$ cat config.mk
export PLATFORM = sky130hd
export DESIGN_NAME = dram_refresh_seq
export DESIGN_NICKNAME = d
export VERILOG_FILES = /design/src/rtl/dram_ref_pkg.sv /design/src/rtl/ref_interval_timer.sv /design/src/rtl/owe_counter.sv /design/src/rtl/ref_fsm.sv /design/src/rtl/dram_refresh_seq.sv
export SDC_FILE = /design/constraint.sdc
export NUM_CORES = 1
export LEC_CHECK = 0
export BUFFER_PORTS_ARGS = -buffer_cell sky130_fd_sc_hd__buf_2
export CAP_MARGIN = 0
export CORE_MARGIN = 5
export CORE_UTILIZATION = 48
export DETAILED_ROUTE_END_ITERATION = 7
export PLACE_DENSITY = 0.62
export RECOVER_POWER = 100
export SKIP_LAST_GASP = 1
export SLEW_MARGIN = 10
export SYNTH_ARGS = -nofsm -noshare
export SYNTH_HDL_FRONTEND = slang
export SYNTH_SLANG_ARGS = --single-unit
$ cat constraint.sdc
create_clock -name clk -period 1.6 [get_ports clk]
set_input_delay 0.08 -clock clk [delete_from_list [all_inputs] [get_ports clk]]
set_output_delay 0.08 -clock clk [all_outputs]
set_load 0.01 [all_outputs]
$ cat src/rtl/dram_ref_pkg.sv
package dram_ref_pkg;

  typedef enum logic [2:0] {
    ST_IDLE,
    ST_HOST,
    ST_CSR,
    ST_RAS,
    ST_PRE,
    ST_SRHOLD,
    ST_SREXIT
  } ref_state_t;

  typedef enum logic [1:0] {
    K_NORM,
    K_SR,
    K_BURST
  } cyc_kind_t;

endpackage

$ cat src/rtl/ref_interval_timer.sv
module ref_interval_timer #(
  parameter int REF_INTERVAL = 1000
) (
  input  logic clk,
  input  logic rst_n,
  input  logic en,
  output logic tick
);
  localparam int TW = (REF_INTERVAL > 1) ? $clog2(REF_INTERVAL) : 1;
  localparam logic [TW-1:0] LAST = TW'(REF_INTERVAL - 1);

  logic [TW-1:0] cnt_q, cnt_d;

  always_comb begin
    tick  = en && (cnt_q == LAST);
    cnt_d = tick ? '0 : cnt_q + 1'b1;
  end

  always_ff @(posedge clk or negedge rst_n) begin
    if (!rst_n) begin
      cnt_q <= '0;
    end else if (en) begin
      cnt_q <= cnt_d;
    end
  end
endmodule

$ cat src/rtl/owe_counter.sv
module owe_counter #(
  parameter int OWE_LIMIT = 8,
  parameter int OWE_W     = $clog2(OWE_LIMIT + 2)
) (
  input  logic             clk,
  input  logic             rst_n,
  input  logic             inc,
  input  logic             dec,
  input  logic             clr,
  output logic [OWE_W-1:0] owed,
  output logic             pending,
  output logic             err
);
  localparam logic [OWE_W-1:0] SAT = OWE_W'(OWE_LIMIT + 1);
  localparam logic [OWE_W-1:0] LIM = OWE_W'(OWE_LIMIT);

  logic [OWE_W-1:0] cnt_d;
  logic             err_d;
  logic             upd;

  always_comb begin
    cnt_d = owed;
    if (clr) begin
      cnt_d = '0;
    end else if (inc && !dec) begin
      cnt_d = (owed == SAT) ? SAT : owed + 1'b1;
    end else if (dec && !inc && owed != '0) begin
      cnt_d = owed - 1'b1;
    end
    err_d   = err || (cnt_d > LIM);
    upd     = inc || dec || clr;
    pending = (owed != '0);
  end

  always_ff @(posedge clk or negedge rst_n) begin
    if (!rst_n) begin
      owed <= '0;
      err  <= 1'b0;
    end else if (upd) begin
      owed <= cnt_d;
      err  <= err_d;
    end
  end
endmodule

$ cat src/rtl/ref_fsm.sv
module ref_fsm
  import dram_ref_pkg::*;
#(
  parameter int ROWS   = 1024,
  parameter int T_CSR  = 2,
  parameter int T_RAS  = 6,
  parameter int T_RP   = 4,
  parameter int T_RASS = 100,
  parameter int T_RPS  = 12
) (
  input  logic clk,
  input  logic rst_n,
  input  logic burst_mode,
  input  logic sleep_req,
  input  logic host_req,
  input  logic pending,
  output logic launch,
  output logic flush,
  output logic host_gnt,
  output logic ras_n,
  output logic cas_n,
  output logic self_refresh,
  output logic ready
);
  localparam int TA    = (T_CSR > T_RAS) ? T_CSR : T_RAS;
  localparam int TB    = (T_RP > T_RASS) ? T_RP : T_RASS;
  localparam int TC    = (TA > TB) ? TA : TB;
  localparam int T_MAX = (TC > T_RPS) ? TC : T_RPS;
  localparam int TW    = $clog2(T_MAX + 1);
  localparam int BW    = (ROWS > 2) ? $clog2(ROWS) : 1;

  localparam logic [TW-1:0] LD_CSR  = TW'(T_CSR - 1);
  localparam logic [TW-1:0] LD_RAS  = TW'(T_RAS - 1);
  localparam logic [TW-1:0] LD_RP   = TW'(T_RP - 1);
  localparam logic [TW-1:0] LD_RASS = TW'(T_RASS - 1);
  localparam logic [TW-1:0] LD_RPS  = TW'(T_RPS - 1);
  localparam logic [BW-1:0] LD_ROWS = BW'(ROWS - 1);

  ref_state_t      state_q, state_d;
  cyc_kind_t       kind_q, kind_d;
  logic [TW-1:0]   cnt_q, cnt_d;
  logic [BW-1:0]   left_q, left_d;
  logic            ready_d;
  logic            left_en;
  logic            cnt_zero;

  always_comb begin
    state_d  = state_q;
    kind_d   = kind_q;
    cnt_zero = (cnt_q == '0);
    cnt_d    = cnt_zero ? cnt_q : cnt_q - 1'b1;
    left_d   = left_q;
    left_en  = 1'b0;
    ready_d  = ready;
    launch   = 1'b0;
    flush    = 1'b0;
    unique case (state_q)
      ST_IDLE: begin
        if (sleep_req) begin
          state_d = ST_CSR;
          kind_d  = K_SR;
          cnt_d   = LD_CSR;
          ready_d = 1'b0;
        end else if (pending) begin
          state_d = ST_CSR;
          kind_d  = K_NORM;
          cnt_d   = LD_CSR;
          launch  = 1'b1;
        end else if (host_req) begin
          state_d = ST_HOST;
        end
      end
      ST_HOST: begin
        if (!host_req) state_d = ST_IDLE;
      end
      ST_CSR: begin
        if (cnt_zero) begin
          state_d = (kind_q == K_SR) ? ST_SRHOLD : ST_RAS;
          cnt_d   = (kind_q == K_SR) ? LD_RASS : LD_RAS;
        end
      end
      ST_RAS: begin
        if (cnt_zero) begin
          state_d = ST_PRE;
          cnt_d   = LD_RP;
        end
      end
      ST_PRE: begin
        if (cnt_zero) begin
          if (kind_q == K_BURST && left_q != '0) begin
            state_d = ST_CSR;
            cnt_d   = LD_CSR;
            left_d  = left_q - 1'b1;
            left_en = 1'b1;
          end else if (kind_q == K_BURST) begin
            state_d = ST_IDLE;
            kind_d  = K_NORM;
            ready_d = 1'b1;
            flush   = 1'b1;
          end else begin
            state_d = ST_IDLE;
          end
        end
      end
      ST_SRHOLD: begin
        if (cnt_zero && !sleep_req) begin
          state_d = ST_SREXIT;
          cnt_d   = LD_RPS;
        end
      end
      ST_SREXIT: begin
        if (cnt_zero) begin
          if (burst_mode) begin
            state_d = ST_CSR;
            kind_d  = K_BURST;
            cnt_d   = LD_CSR;
            left_d  = LD_ROWS;
            left_en = 1'b1;
          end else begin
            state_d = ST_IDLE;
            kind_d  = K_NORM;
            ready_d = 1'b1;
          end
        end
      end
      default: state_d = ST_IDLE;
    endcase
  end

  always_ff @(posedge clk or negedge rst_n) begin
    if (!rst_n) begin
      state_q <= ST_IDLE;
      kind_q  <= K_NORM;
      cnt_q   <= '0;
      ready   <= 1'b1;
    end else begin
      state_q <= state_d;
      kind_q  <= kind_d;
      cnt_q   <= cnt_d;
      ready   <= ready_d;
    end
  end

  always_ff @(posedge clk or negedge rst_n) begin
    if (!rst_n) begin
      left_q <= '0;
    end else if (left_en) begin
      left_q <= left_d;
    end
  end

  always_comb begin
    host_gnt     = (state_q == ST_HOST);
    self_refresh = (state_q == ST_SRHOLD);
    cas_n        = !(state_q == ST_CSR || state_q == ST_RAS || state_q == ST_SRHOLD);
    ras_n        = !(state_q == ST_RAS || state_q == ST_SRHOLD);
  end
endmodule

$ cat src/rtl/dram_refresh_seq.sv
module dram_refresh_seq #(
  parameter int ROWS         = 1024,
  parameter int REF_INTERVAL = 1000,
  parameter int T_CSR        = 2,
  parameter int T_RAS        = 6,
  parameter int T_RP         = 4,
  parameter int T_RASS       = 100,
  parameter int T_RPS        = 12,
  parameter int OWE_LIMIT    = 8
) (
  input  logic clk,
  input  logic rst_n,
  input  logic burst_mode,
  input  logic sleep_req,
  input  logic host_req,
  output logic host_gnt,
  output logic ras_n,
  output logic cas_n,
  output logic we_n,
  output logic self_refresh,
  output logic ready,
  output logic owe_err
);
  localparam int OWE_W = $clog2(OWE_LIMIT + 2);

  logic [1:0]       rs_q;
  logic             rst_sync_n;
  logic             tick;
  logic             launch;
  logic             flush;
  logic             pending;
  logic [OWE_W-1:0] owed;

  always_ff @(posedge clk or negedge rst_n) begin
    if (!rst_n) begin
      rs_q <= 2'b00;
    end else begin
      rs_q <= {rs_q[0], 1'b1};
    end
  end
  assign rst_sync_n = rs_q[1];

  ref_interval_timer #(.REF_INTERVAL(REF_INTERVAL)) u_timer (
    .clk   (clk),
    .rst_n (rst_sync_n),
    .en    (ready),
    .tick  (tick)
  );

  owe_counter #(.OWE_LIMIT(OWE_LIMIT), .OWE_W(OWE_W)) u_owe (
    .clk     (clk),
    .rst_n   (rst_sync_n),
    .inc     (tick),
    .dec     (launch),
    .clr     (flush),
    .owed    (owed),
    .pending (pending),
    .err     (owe_err)
  );

  ref_fsm #(
    .ROWS   (ROWS),
    .T_CSR  (T_CSR),
    .T_RAS  (T_RAS),
    .T_RP   (T_RP),
    .T_RASS (T_RASS),
    .T_RPS  (T_RPS)
  ) u_fsm (
    .clk          (clk),
    .rst_n        (rst_sync_n),
    .burst_mode   (burst_mode),
    .sleep_req    (sleep_req),
    .host_req     (host_req),
    .pending      (pending),
    .launch       (launch),
    .flush        (flush),
    .host_gnt     (host_gnt),
    .ras_n        (ras_n),
    .cas_n        (cas_n),
    .self_refresh (self_refresh),
    .ready        (ready)
  );

  assign we_n = 1'b1;
endmodule

==> results of run 1 <==
[worst min path at each step]
stage,slack [ps],endpoint,startpoint,cells after the start
detailed placement,-130,rs_q[1],rst_n,1
floorplan,-220,rs_q[0],rst_n,0
finish,90,rs_q[1],rst_n,2
global route,130,rs_q[1],rst_n,2
global placement,-130,rs_q[0],rst_n,1
CTS,90,rs_q[1],rst_n,2
[cell type report]
type / instances / area [sq um]
inverters: 15 / 66.31
well taps: 70 / 87.58
fillers: 270 / 894.6
multi-input cells: 213 / 1827
repair buffers: 129 / 1069
clock buffers: 7 / 96.34
clock inverters: 1 / 30.03
flip-flops and latches: 40 / 1005
[power by group]
part | internal [W] | switching [W]
Clock | 0.000551 | 0.000362
Combinational | 0.00256 | 0.00254
Sequential | 0.00135 | 0.000296
Total | 0.00446 | 0.00320
[what timing repair did]
| item | in CTS | in global routing |
|---|---|---|
| setup endpoints to repair | 33 | 40 |
| resized for setup | 49 | 73 |
| endpoints found under the hold margin | 2 | 0 |
| buffers inserted | 20 | 19 |
| hold buffers | 1 | 0 |
| pin swaps | 16 | 30 |
| cloned | 1 | 0 |
[registers in the layout, summed over array words and instances, names as in the netlist]
name,count
rs_q,2
u_fsm.cnt_q,7
u_fsm.kind_q,2
u_fsm.left_q,10
u_fsm.ready,1
u_fsm.state_q,3
u_owe.err,1
u_owe.owed,4
u_timer.cnt_q,10
[placed cells by master (no fill, tap or decap), drive strengths merged, types with 6 or more instances in the layout]
cell    netlist  routed
buf           5     124
dfrtp        39      39
nor2         33      33
nand2        27      27
a21oi        16      16
xnor2        15      15
inv          15      15
o21ai        14      14
nor3         12      12
clkbuf        7      11
nand3         8       8
ha            8       8
and3          6       6
nor4          6       6
[stage by stage]
step	hold slack (ps)	total power, W	instances	setup TNS [ps]	util [%]
2_1_floorplan	-215.6	0.003561	280	-5375	-
3_3_place_gp	-134.8	0.004830	434	-7737	64.37
3_5_place_dp	-131.7	0.004902	434	-8741	64.37
4_1_cts	86.90	0.006418	464	-7542	74.80
5_1_grt	126.9	0.008065	475	-14300	82.37
6_report	94.81	0.007654	475	-10330	82.37
[layer usage]
metal / vias to the layer above / GRT usage, % / wire (microns)
met5: - / 0 / 0
met4: 0 / 9.967 / 458
met3: 46 / 3.728 / 394
met2: 101 / 40.87 / 4636
met1: 1323 / 27.17 / 3326
li1: 1252 / - / -
[kinds of logic after synthesis]
| kind of cell | after synthesis | synth area share (%) |
|---|---|---|
| flip-flops | 40 | 40.41 |
| buffers and inverters | 27 | 4.894 |
| other | 1 | 0.1512 |
| AND/OR/NAND/NOR | 121 | 26.49 |
| AO/OA/AOI/OAI | 61 | 16.40 |
| adder cells (fa/ha/maj) | 8 | 4.036 |
| XOR/XNOR | 18 | 6.358 |
| multiplexers | 3 | 1.261 |
==> results_tabular.tex, run 1 <==
\begin{tabular}{lr}
\hline
Metric & Value \\
\hline
\multicolumn{2}{l}{\textbf{CTS}} \\
Clock buffer count from CTS & 5 \\
Clock network latency to the later pin of the worst-skew pair & around 300 ps \\
Max clock buf depth & 2 \\
Level count of the clock H-tree & 2 \\
CTS tree & done \\
Clock root buffer & sky130\_fd\_sc\_hd\_\_clkbuf\_8 \\
Clock slew at the register clock pins of the worst setup and hold paths & around 80 ps \\
Number of sinks driven by the clock tree & 40 \\
\multicolumn{2}{l}{\textbf{Route}} \\
Total length of routed wires & just under 9 mm \\
Count of unresolved DRC violations after routing & 0 \\
Drt wl/cell & roughly 19 microns \\
Vias post-DR & approximately 2700 \\
Vias/cell & between 5 and 6 \\
Routed Antenna Nets & 0 \\
Number of search-and-repair iterations in the first detailed-routing pass & 4 \\
1st-iter DRT viols & about 220 \\
\multicolumn{2}{l}{\textbf{Worst setup path}} \\
Kind of end point of the critical path & flip-flop \\
Worst Reg2Reg Path Length in Cells & 10 \\
Start of the worst register-to-register path & u\_fsm.cnt\_q[1] \\
CP bufs+invs & 3 \\
Worst Path Class, Setup & reg2reg \\
Startpoint type of the worst setup path & flip-flop \\
Cell family contributing the most delay on the critical path & compound AO/OA/AOI/OAI gates \\
Crit path capture & u\_fsm.state\_q[1] \\
Data required time at the worst endpoint & about 1800 ps \\
Maximum single-stage delay on the critical path & roughly 400 ps \\
Maximum net fanout on the critical path & 5 \\
Worst R2R End & u\_fsm.state\_q[1] \\
Cells along the critical path & inv\_2 -> ha\_4 -> nor3b\_4 -> and2\_4 -> buf\_12 -> buf\_8 -> o22ai\_2 -> a211o\_4 -> a21oi\_2 -> o22ai\_2 \\
Beginning of the critical path & u\_fsm.cnt\_q[1] \\
Cell occurring most often along the worst timing path & sky130\_fd\_sc\_hd\_\_o22ai\_2 \\
Slowest CP cell & sky130\_fd\_sc\_hd\_\_dfrtp\_1 \\
Setup slack, reg-to-reg & -480 ps \\
Arrival time of the worst setup path & between 2000 and 2500 ps \\
WP depth & 10 \\
\multicolumn{2}{l}{\textbf{Outcome}} \\
Violations in the final reports & negative setup slack \\
Result of the run & finished with violations \\
\multicolumn{2}{l}{\textbf{Global route}} \\
Antenna violations before repair & 0 \\
Grt total ovfl & 0 \\
Wire length of the first global-routing pass & roughly 12 mm \\
Via count of the first global-routing pass & 2605 \\
Maximum number of pins on one net before global-route repair & 39 \\
Total Routing Usage GR & between 20\% and 30\% \\
\multicolumn{2}{l}{\textbf{Synth}} \\
Biggest area contributors in the synthesized netlist & sky130\_fd\_sc\_hd\_\_dfrtp\_1 (39\%), sky130\_fd\_sc\_hd\_\_xnor2\_1 (5.3\%), sky130\_fd\_sc\_hd\_\_nor2\_1 (5.0\%) \\
Distinct cell type count of the synthesized netlist & 58 \\
Synth warnings & 0 \\
Seq cells post-synth & 40 \\
Cell types with the highest counts after synthesis & sky130\_fd\_sc\_hd\_\_dfrtp\_1 (39), sky130\_fd\_sc\_hd\_\_nor2\_1 (33), sky130\_fd\_sc\_hd\_\_nand2\_1 (27) \\
Area leader, netlist & sky130\_fd\_sc\_hd\_\_dfrtp\_1 \\
Cells after synthesis & $\sim$280 \\
Most frequently used cell type in the post-synthesis netlist & sky130\_fd\_sc\_hd\_\_dfrtp\_1 \\
Prevailing post-synth register cell & sky130\_fd\_sc\_hd\_\_dfrtp\_1 \\
Proportion of synthesized flip-flops having asynchronous set or reset & 100.0\% \\
Average cell area after synthesis & between 8 and 9 sq um \\
Synth top area share & approximately 39\% \\
Proportion of synthesized chip area in sequential cells & 40.41\% \\
Cell area after synthesis & 2480 sq um \\
Number of enable flip-flop cells after synthesis & 0 \\
\multicolumn{2}{l}{\textbf{Flow run}} \\
Number of maximum-capacitance violations & 0 \\
\multicolumn{2}{l}{\textbf{Die}} \\
Core outline area & between 5000 and 6000 sq um \\
Die Footprint & 6704 sq um \\
Height of the die & between 80 and 90 microns \\
Floorplan die width & a little over 80 microns \\
Number of primary I/O pins & 12 \\
Initial core utilization & between 40\% and 50\% \\
FP Rows & 26 \\
\multicolumn{2}{l}{\textbf{Timing}} \\
Time the final worst path needs with I/O delays and setup & approximately 2100 ps \\
Least setup slack across all paths after layout & -481.6 ps \\
Clock skew & 10.12 ps \\
Number of hold-slack violations in the final timing report & 0 \\
Measured slew at the worst slew-check pin & between 900 and 1000 ps \\
Highest Clock Rate & 0.4804 GHz \\
Number of pins with negative max-slew slack in the final report & 0 \\
Final-report setup violation count & 37 \\
RSZ-0062 raised after global routing & true \\
Final cycle utilization of the critical path & 130.1\% \\
Worst-case headroom to the max-slew limit & between 30\% and 40\% \\
\multicolumn{2}{l}{\textbf{Placed design}} \\
Number of buffers added on ports & 10 \\
Post-DP HPWL & 4.528 mm \\
Dpl ws & -463.9 ps \\
Area after DPL & about 3300 sq um \\
GP Congestion & 0.8845 \\
\multicolumn{2}{l}{\textbf{Power}} \\
IR Drop Worst-Case VDD & $\sim$910 uV \\
Leakage power total & $\sim$1.9 nW \\
Areal power density over the cells & about 1800 nW/um\^{}2 \\
\multicolumn{2}{l}{\textbf{Cells and area}} \\
Cell area after layout & between 4000 and 5000 sq um \\
ANT cells & 0 \\
Fraction of layout instances using a drive strength above 1 & 53.09\% \\
Layout-stage area growth over the synthesis result & 68.57\% \\
Nets@finish & $\sim$420 \\
\multicolumn{2}{l}{\textbf{Hold path}} \\
Min-delay worst type & in2async \\
\hline
\end{tabular}
(Power assumes the default switching activity.)
==> run 2, diff against run 1 <==
--- a/config.mk
+++ b/config.mk
@@ -10,6 +10,7 @@
 export CORE_MARGIN = 5
 export CORE_UTILIZATION = 48
 export DETAILED_ROUTE_END_ITERATION = 7
+export HOLD_SLACK_MARGIN = 0.1
 export PLACE_DENSITY = 0.62
 export RECOVER_POWER = 100
 export SKIP_LAST_GASP = 1
==> run 2 against run 1 <==
  * The flow still finishes with violations (negative setup slack)
  * Setup slack about the same
  * Design area rose by 0.27%
  * First-iteration DRC count fell by 1.8%
  * Combinational power about the same
  * Clock skew barely moved
  * Count of clock-buffer cells in the layout is the same
  * Routed wire length increased by 0.41%
  * Register-to-register slack barely moved
  * Sequential power hardly changed
  * Sequential share of layout area fell by 0.065 points
  * Critical path type unchanged
  * Largest power group unchanged
==> results_tabular.tex, run 2 (synthesis results as in run 1) <==
\begin{tabular}{lr}
\hline
Metric & Value \\
\hline
\multicolumn{2}{l}{\textbf{Outcome}} \\
Result of the run & finished with violations \\
Violations in the final reports & negative setup slack \\
\multicolumn{2}{l}{\textbf{CTS}} \\
Clock root buffer & sky130\_fd\_sc\_hd\_\_clkbuf\_8 \\
Level count of the clock H-tree & 2 (unchanged) \\
Max clock buf depth & 2 (unchanged) \\
Clock buffer count from CTS & 5 (unchanged) \\
Clock network latency to the later pin of the worst-skew pair & 300 ps (about the same) \\
CTS tree & done \\
Clock slew at the register clock pins of the worst setup and hold paths & 80 ps (about the same) \\
Number of sinks driven by the clock tree & 40 (unchanged) \\
\multicolumn{2}{l}{\textbf{Route}} \\
1st-iter DRT viols & 215 (-1.8\%) \\
Number of search-and-repair iterations in the first detailed-routing pass & 4 (unchanged) \\
Count of unresolved DRC violations after routing & 0 (unchanged) \\
Vias post-DR & 2734 (+0.44\%) \\
Routed Antenna Nets & 0 (unchanged) \\
Drt wl/cell & 18.59 microns (+0.20\%) \\
Vias/cell & 5.744 (+0.23\%) \\
Total length of routed wires & 8.851 mm (+0.41\%) \\
\multicolumn{2}{l}{\textbf{Global route}} \\
Antenna violations before repair & 0 (unchanged) \\
Wire length of the first global-routing pass & 11.81 mm (about the same) \\
Via count of the first global-routing pass & 2605 (unchanged) \\
Maximum number of pins on one net before global-route repair & 39 (unchanged) \\
Grt total ovfl & 0 (unchanged) \\
Total Routing Usage GR & 23.01\% (unchanged) \\
\multicolumn{2}{l}{\textbf{Power}} \\
Logic pwr share & 66.6\% (about the same) \\
Internal power of the cells & 0.004458 W (about the same) \\
Areal power density over the cells & 1830 nW/um\^{}2 (about the same) \\
Relative contribution of the clock network to total power & 11.9\% (about the same) \\
Switching power & 0.003210 W (+0.38\%) \\
Power share of the sequential group & 21.4\% (about the same) \\
IR Drop Worst-Case VDD & 910.6 uV (about the same) \\
Switching power as a share of total power & 41.86\% (+0.078 points) \\
Leakage power total & 1.895 nW (+0.37\%) \\
\multicolumn{2}{l}{\textbf{Worst setup path}} \\
Start of the worst register-to-register path & u\_fsm.cnt\_q[1] \\
Maximum net fanout on the critical path & 5 (unchanged) \\
Slowest CP cell & sky130\_fd\_sc\_hd\_\_dfrtp\_1 \\
Kind of end point of the critical path & flip-flop \\
Worst Reg2Reg Path Length in Cells & 10 (unchanged) \\
WP depth & 10 (unchanged) \\
Cell family contributing the most delay on the critical path & compound AO/OA/AOI/OAI gates \\
Beginning of the critical path & u\_fsm.cnt\_q[1] \\
Arrival time of the worst setup path & 2260 ps (about the same) \\
Maximum single-stage delay on the critical path & 400 ps (about the same) \\
Data required time at the worst endpoint & 1780 ps (about the same) \\
Cells along the critical path & inv\_2 -> ha\_4 -> nor3b\_4 -> and2\_4 -> buf\_12 -> buf\_8 -> o22ai\_2 -> a211o\_4 -> a21oi\_2 -> o22ai\_2 \\
Cell occurring most often along the worst timing path & sky130\_fd\_sc\_hd\_\_o22ai\_2 \\
Startpoint type of the worst setup path & flip-flop \\
Worst Path Class, Setup & reg2reg \\
CP bufs+invs & 3 (unchanged) \\
\multicolumn{2}{l}{\textbf{Hold path}} \\
Source of the worst hold timing path & host\_req \\
Cell depth of the worst min-delay path & 3 \\
Min-delay worst type & in2reg \\
\multicolumn{2}{l}{\textbf{Die}} \\
Die Footprint & 6704 sq um (unchanged) \\
Floorplan die width & 81.88 microns (unchanged) \\
Number of primary I/O pins & 12 (unchanged) \\
Core outline area & 5075 sq um (unchanged) \\
Height of the die & 81.88 microns (unchanged) \\
Initial core utilization & 48.87\% (unchanged) \\
FP Rows & 26 (unchanged) \\
\multicolumn{2}{l}{\textbf{Timing}} \\
Clock skew & 9.648 ps (-0.4750 ps) \\
Measured slew at the worst slew-check pin & 995.4 ps (+10.51 ps) \\
Final cycle utilization of the critical path & 130.1\% (about the same) \\
RSZ-0062 raised after global routing & true \\
Least setup slack across all paths after layout & -481.3 ps (+0.3520 ps) \\
Number of hold-slack violations in the final timing report & 0 (unchanged) \\
Highest Clock Rate & 0.4805 GHz (about the same) \\
Final-report setup violation count & 37 (unchanged) \\
Worst-case headroom to the max-slew limit & 33.64\% (-0.70 points) \\
Number of pins with negative max-slew slack in the final report & 0 (unchanged) \\
Time the final worst path needs with I/O delays and setup & 2081 ps (-0.3520 ps) \\
\multicolumn{2}{l}{\textbf{Placed design}} \\
Area after DPL & 3267 sq um (unchanged) \\
Dpl ws & -463.9 ps (unchanged) \\
Number of buffers added on ports & 10 (unchanged) \\
Post-DP HPWL & 4.528 mm (unchanged) \\
GP Congestion & 0.8845 (unchanged) \\
\multicolumn{2}{l}{\textbf{Cells and area}} \\
Number of fill cells & 268 (-0.74\%) \\
Leading registers by flop count & u\_fsm.left\_q: 10 flops, u\_timer.cnt\_q: 10 flops, u\_fsm.cnt\_q: 7 flops \\
Most frequent cells in the layout & sky130\_fd\_sc\_hd\_\_buf\_4 (95), sky130\_fd\_sc\_hd\_\_dfrtp\_1 (37), sky130\_fd\_sc\_hd\_\_nand2\_1 (23) \\
Cell area after layout & 4192 sq um (+0.27\%) \\
Leading cell type in the layout, fill and taps excluded & sky130\_fd\_sc\_hd\_\_buf\_4 \\
Nets@finish & 418 (+0.24\%) \\
Fraction of layout instances using a drive strength above 1 & 53.20\% (+0.12 points) \\
ANT cells & 0 (unchanged) \\
Layout-stage area growth over the synthesis result & 69.02\% \\
\multicolumn{2}{l}{\textbf{Flow run}} \\
Number of maximum-capacitance violations & 0 (unchanged) \\
\hline
\end{tabular}
==> run 2: worst paths after layout <==
path | to | slack, ps
min | u_fsm.state_q[1] | 180
min in group asynchronous | u_owe.owed[0] | 490
max reg2reg | u_fsm.state_q[1] | -480
min reg2reg | rs_q[1] | 370
max | u_fsm.state_q[1] | -480
max in group asynchronous | u_fsm.state_q[2] | 440
==> run 2: power groups by stage <==
stage	sequential, W	clock (W)	combinational [W]
2_1_floorplan	0.00162	0	0.00194
3_3_place_gp	0.00160	0	0.00323
3_5_place_dp	0.00161	0	0.00329
4_1_cts	0.00159	0.000925	0.00391
5_1_grt	0.00166	0.000976	0.00543
6_report	0.00164	0.000916	0.00511
==> run 2: per-layer routing <==
metal  part of all wire (%)  vias up  GRT usage [%]
li1                       -     1256              -
met1                     38     1320          27.24
met2                     52      103          40.79
met3                    5.1       55          3.728
met4                    5.1        0          9.967
met5                      0        -              0
==> run 2: final cells by class <==
type                            instances  area (sq um)  share of cell area, %
Clock buffer                            7         96.34                  2.299
Clock inverter                          1         30.03                 0.7164
Inverter                               15         66.31                  1.582
Multi-Input combinational cell        213          1827                  43.58
Sequential cell                        40          1005                  23.97
Tap cell                               70         87.58                  2.090
Timing Repair Buffer                  130          1080                  25.76
==> run 2: worst register-to-register path: cells and delay by family (launching register included) <==
kind | cells | cell delay (ps)
AOI/OAI and AO/OA | 4 | 670
and+or+nand+nor | 2 | 450
DFF | 1 | 400
buffers and inverters | 3 | 320
adders and majority gates | 1 | 130
==> run 2: stage by stage <==
| stage | instances | utilization [%] | TNS (ps) | power (W) | hold slack [ps] |
|---|---|---|---|---|---|
| after global routing | 476 | 82.59 | -14300 | 0.008067 | 174.7 |
| after floorplan | 280 | - | -5375 | 0.003561 | -215.6 |
| final | 476 | 82.59 | -10430 | 0.007668 | 177.4 |
| after global placement | 434 | 64.37 | -7737 | 0.004830 | -134.8 |
| after detailed placement | 434 | 64.37 | -8741 | 0.004902 | -131.7 |
| after CTS | 465 | 75.00 | -7542 | 0.006420 | 169.8 |
==> run 2: what timing repair did <==
item,4_1_cts,5_1_grt
setup buffers,20,19
gates resized for setup,49,73
cloned,1,0
pin swaps,16,30
hold endpoints to repair,2,0
setup endpoints to repair,33,40
hold buffers,2,0
==> run 3, diff against run 2 <==
--- a/config.mk
+++ b/config.mk
@@ -5,6 +5,7 @@
 export SDC_FILE = /design/constraint.sdc
 export NUM_CORES = 1
 export LEC_CHECK = 0
+export ABC_AREA = 1
 export BUFFER_PORTS_ARGS = -buffer_cell sky130_fd_sc_hd__buf_2
 export CAP_MARGIN = 0
 export CORE_MARGIN = 5
==> run 3 against run 2 <==
  * The run still ends with negative setup slack left
  * Die area grew 6.1%
  * Largest cell class unchanged
  * Cell count is 10% higher
  * First-iteration DRC count shrank 55%
  * Critical path type unchanged
  * Core utilization down 15 points
  * Clock power shrank 0.4%
  * Synthesized area is 7.0% higher
==> results_tabular.tex, run 3 <==
\begin{tabular}{lr}
\hline
Metric & Value \\
\hline
\multicolumn{2}{l}{\textbf{Timing}} \\
Final cycle utilization of the critical path & 103.5\% (-27 points) \\
Worst-case headroom to the max-slew limit & 35.31\% (+1.7 points) \\
Measured slew at the worst slew-check pin & 970.4 ps (-24.95 ps) \\
Worst hold slack & 154.6 ps (-22.80 ps) \\
Number of pins with negative max-slew slack in the final report & 0 (unchanged) \\
Time the final worst path needs with I/O delays and setup & 1656 ps (-425.6 ps) \\
Highest Clock Rate & 0.6040 GHz (+26\%) \\
Least setup slack across all paths after layout & -55.69 ps (+425.6 ps) \\
Clock skew & 4.560 ps (-5.088 ps) \\
RSZ-0062 raised after global routing & true \\
Number of hold-slack violations in the final timing report & 0 (unchanged) \\
Final-report setup violation count & 13 (-65\%) \\
\multicolumn{2}{l}{\textbf{Cells and area}} \\
Nets@finish & 464 (+11\%) \\
Fraction of layout instances using a drive strength above 1 & 35.62\% (-18 points) \\
Most frequent cells in the layout & sky130\_fd\_sc\_hd\_\_nand2\_1 (66), sky130\_fd\_sc\_hd\_\_buf\_4 (56), sky130\_fd\_sc\_hd\_\_inv\_1 (45) \\
Leading registers by flop count & u\_fsm.left\_q: 10 flops, u\_timer.cnt\_q: 10 flops, u\_fsm.cnt\_q: 7 flops \\
Cell area after layout & 3665 sq um (-13\%) \\
Layout-stage area growth over the synthesis result & 38.16\% \\
Number of fill cells & 455 (+70\%) \\
Leading cell type in the layout, fill and taps excluded & sky130\_fd\_sc\_hd\_\_nand2\_1 \\
ANT cells & 0 (unchanged) \\
\multicolumn{2}{l}{\textbf{Hold path}} \\
Source of the worst hold timing path & host\_req \\
Min-delay worst type & in2reg \\
\multicolumn{2}{l}{\textbf{Worst setup path}} \\
Data required time at the worst endpoint & 1780 ps (about the same) \\
Start of the worst register-to-register path & u\_fsm.left\_q[1] \\
Kind of end point of the critical path & flip-flop \\
Startpoint type of the worst setup path & flip-flop \\
Arrival time of the worst setup path & 1830 ps (-430 ps) \\
Maximum net fanout on the critical path & 8 (+3) \\
Worst Path Class, Setup & reg2reg \\
Beginning of the critical path & u\_fsm.left\_q[1] \\
\multicolumn{2}{l}{\textbf{CTS}} \\
Clock network latency to the later pin of the worst-skew pair & 290 ps (about the same) \\
Max clock buf depth & 2 (unchanged) \\
Clock slew at the register clock pins of the worst setup and hold paths & 80 ps (about the same) \\
CTS tree & done \\
Clock buffer count from CTS & 5 (unchanged) \\
Number of sinks driven by the clock tree & 40 (unchanged) \\
Level count of the clock H-tree & 2 (unchanged) \\
Clock root buffer & sky130\_fd\_sc\_hd\_\_clkbuf\_8 \\
\multicolumn{2}{l}{\textbf{Synth}} \\
Proportion of synthesized flip-flops having asynchronous set or reset & 100.0\% (unchanged) \\
Number of enable flip-flop cells after synthesis & 0 (unchanged) \\
Distinct cell type count of the synthesized netlist & 34 (-41\%) \\
Biggest area contributors in the synthesized netlist & sky130\_fd\_sc\_hd\_\_dfrtp\_1 (37\%), sky130\_fd\_sc\_hd\_\_nand2\_1 (10\%), sky130\_fd\_sc\_hd\_\_nand3\_1 (8.3\%) \\
Area leader, netlist & sky130\_fd\_sc\_hd\_\_dfrtp\_1 \\
Seq cells post-synth & 40 (unchanged) \\
Cell types with the highest counts after synthesis & sky130\_fd\_sc\_hd\_\_nand2\_1 (73), sky130\_fd\_sc\_hd\_\_inv\_1 (52), sky130\_fd\_sc\_hd\_\_nor2\_1 (45) \\
Average cell area after synthesis & 7.130 sq um (-20\%) \\
Synth top area share & 36.79\% (-2.6 points) \\
Cell area after synthesis & 2653 sq um (+7.0\%) \\
Prevailing post-synth register cell & sky130\_fd\_sc\_hd\_\_dfrtp\_1 \\
Most frequently used cell type in the post-synthesis netlist & sky130\_fd\_sc\_hd\_\_nand2\_1 \\
Cells after synthesis & 372 (+33\%) \\
Synth warnings & 0 (unchanged) \\
Proportion of synthesized chip area in sequential cells & 37.78\% (-2.6 points) \\
\multicolumn{2}{l}{\textbf{Global route}} \\
Wire length of the first global-routing pass & 10.99 mm (-6.9\%) \\
Grt met3 use & 3.042\% (-0.69 points) \\
Antenna violations before repair & 0 (unchanged) \\
Most Used Layer, Global Route & met2 \\
Maximum number of pins on one net before global-route repair & 39 (unchanged) \\
Grt total ovfl & 0 (unchanged) \\
Met2 usage & 31.99\% (-8.8 points) \\
Met1 Use GR & 23.96\% (-3.3 points) \\
Via count of the first global-routing pass & 2516 (-3.4\%) \\
Total Routing Usage GR & 18.61\% (-4.4 points) \\
\multicolumn{2}{l}{\textbf{Die}} \\
Initial core utilization & 48.77\% (-0.097 points) \\
Number of primary I/O pins & 12 (unchanged) \\
Height of the die & 84.34 microns (+3.0\%) \\
Floorplan die width & 84.34 microns (+3.0\%) \\
Die Footprint & 7112 sq um (+6.1\%) \\
FP Rows & 27 (+3.8\%) \\
Core outline area & 5439 sq um (+7.2\%) \\
\multicolumn{2}{l}{\textbf{Outcome}} \\
Violations in the final reports & negative setup slack \\
Result of the run & finished with violations \\
\multicolumn{2}{l}{\textbf{Route}} \\
Count of unresolved DRC violations after routing & 0 (unchanged) \\
Number of search-and-repair iterations in the first detailed-routing pass & 4 (unchanged) \\
Total length of routed wires & 6.708 mm (-24\%) \\
Routed Antenna Nets & 0 (unchanged) \\
Drt wl/cell & 12.80 microns (-31\%) \\
Vias/cell & 5.067 (-12\%) \\
Vias post-DR & 2655 (-2.9\%) \\
1st-iter DRT viols & 96 (-55\%) \\
\multicolumn{2}{l}{\textbf{Placed design}} \\
Dpl ws & -96.30 ps (+367.6 ps) \\
Post-DP HPWL & 4.664 mm (+3.0\%) \\
GP Congestion & 0.8878 (+0.37\%) \\
Number of buffers added on ports & 10 (unchanged) \\
Area after DPL & 3177 sq um (-2.8\%) \\
\multicolumn{2}{l}{\textbf{Flow run}} \\
Number of maximum-capacitance violations & 0 (unchanged) \\
\multicolumn{2}{l}{\textbf{Power}} \\
IR Drop Worst-Case VDD & 1057 uV (+16\%) \\
Areal power density over the cells & 1824 nW/um\^{}2 (-0.29\%) \\
Leakage power total & 1.826 nW (-3.6\%) \\
\hline
\end{tabular}
## run 3: timing repair
item                       CTS  global route
setup buffers                2             9
pin swaps                   13            25
hold buffers                 2             0
hold endpoints to repair     2             0
resized for setup           26            52
setup endpoints to repair   24            29
## run 3: layout make-up
cell class	instances	area, sq um	share of cell area [%]
clock inverters	1	30.03	0.8194
flip-flops and latches	40	1003	27.38
clock buffers	7	96.34	2.629
inverters	61	231.5	6.316
multi-input cells	269	1683	45.92
repair buffers	74	530.5	14.48
well taps	72	90.09	2.458
## run 3: power breakdown
part	total [W]	internal (W)	switching [W]
Sequential	0.00172	0.00139	0.000326
Combinational	0.00405	0.00178	0.00227
Clock	0.000912	0.000551	0.000361
## run 3: metal layers
layer	part of all wire (%)	wire length, microns
met2	50	3377
met5	0	0
met4	1.0	68
met1	46	3094
met3	2.5	167
## run 3: cells by family (layout without fill, tap and decap cells)
kind of cell	count (synthesis)	count (layout)	share of synthesized area, %
adder cells (fa/ha/maj)	8	8	3.774
flip-flops	40	40	37.78
AND/OR/NAND/NOR	202	202	35.99
other	1	2	0.1414
XOR/XNOR	8	8	2.642
buffers and inverters	64	143	9.293
AO/OA/AOI/OAI	49	49	10.38
## run 3: path summary, 6_finish.rpt
| check | endpoint | cells past startpoint | slack [ps] |
|---|---|---|---|
| worst max-delay path | u_fsm.left_q[4] | 10 | -60 |
| worst min-delay path | u_fsm.state_q[2] | 4 | 150 |
| worst max register to register | u_fsm.left_q[4] | 10 | -60 |
| worst min register to register | rs_q[1] | 0 | 360 |
| max in group asynchronous | u_fsm.state_q[2] | 1 | 470 |
| min in group asynchronous | u_fsm.cnt_q[5] | 1 | 480 |
## run 3: per-stage QoR
step | util (%) | std cells | power [W] | setup TNS [ps]
after floorplan | - | 373 | 0.003763 | -10.30
after global placement | 58.41 | 503 | 0.005005 | -355.3
after detailed placement | 58.41 | 503 | 0.005041 | -1181
after CTS | 63.26 | 515 | 0.006215 | -467.9
after global routing | 67.38 | 524 | 0.007279 | -3036
final | 67.38 | 524 | 0.006685 | -311.2
## run 3: critical path, stage by stage, from the launching register on
cell	delay [ps]
sky130_fd_sc_hd__dfrtp_1	370
sky130_fd_sc_hd__inv_2	50
sky130_fd_sc_hd__ha_2	190
sky130_fd_sc_hd__nand2_2	100
sky130_fd_sc_hd__nor2_4	60
sky130_fd_sc_hd__nand2_1	90
sky130_fd_sc_hd__nand2_2	80
sky130_fd_sc_hd__o21ai_4	250
sky130_fd_sc_hd__nand2_4	130
sky130_fd_sc_hd__o21ai_2	140
sky130_fd_sc_hd__nand3_1	80
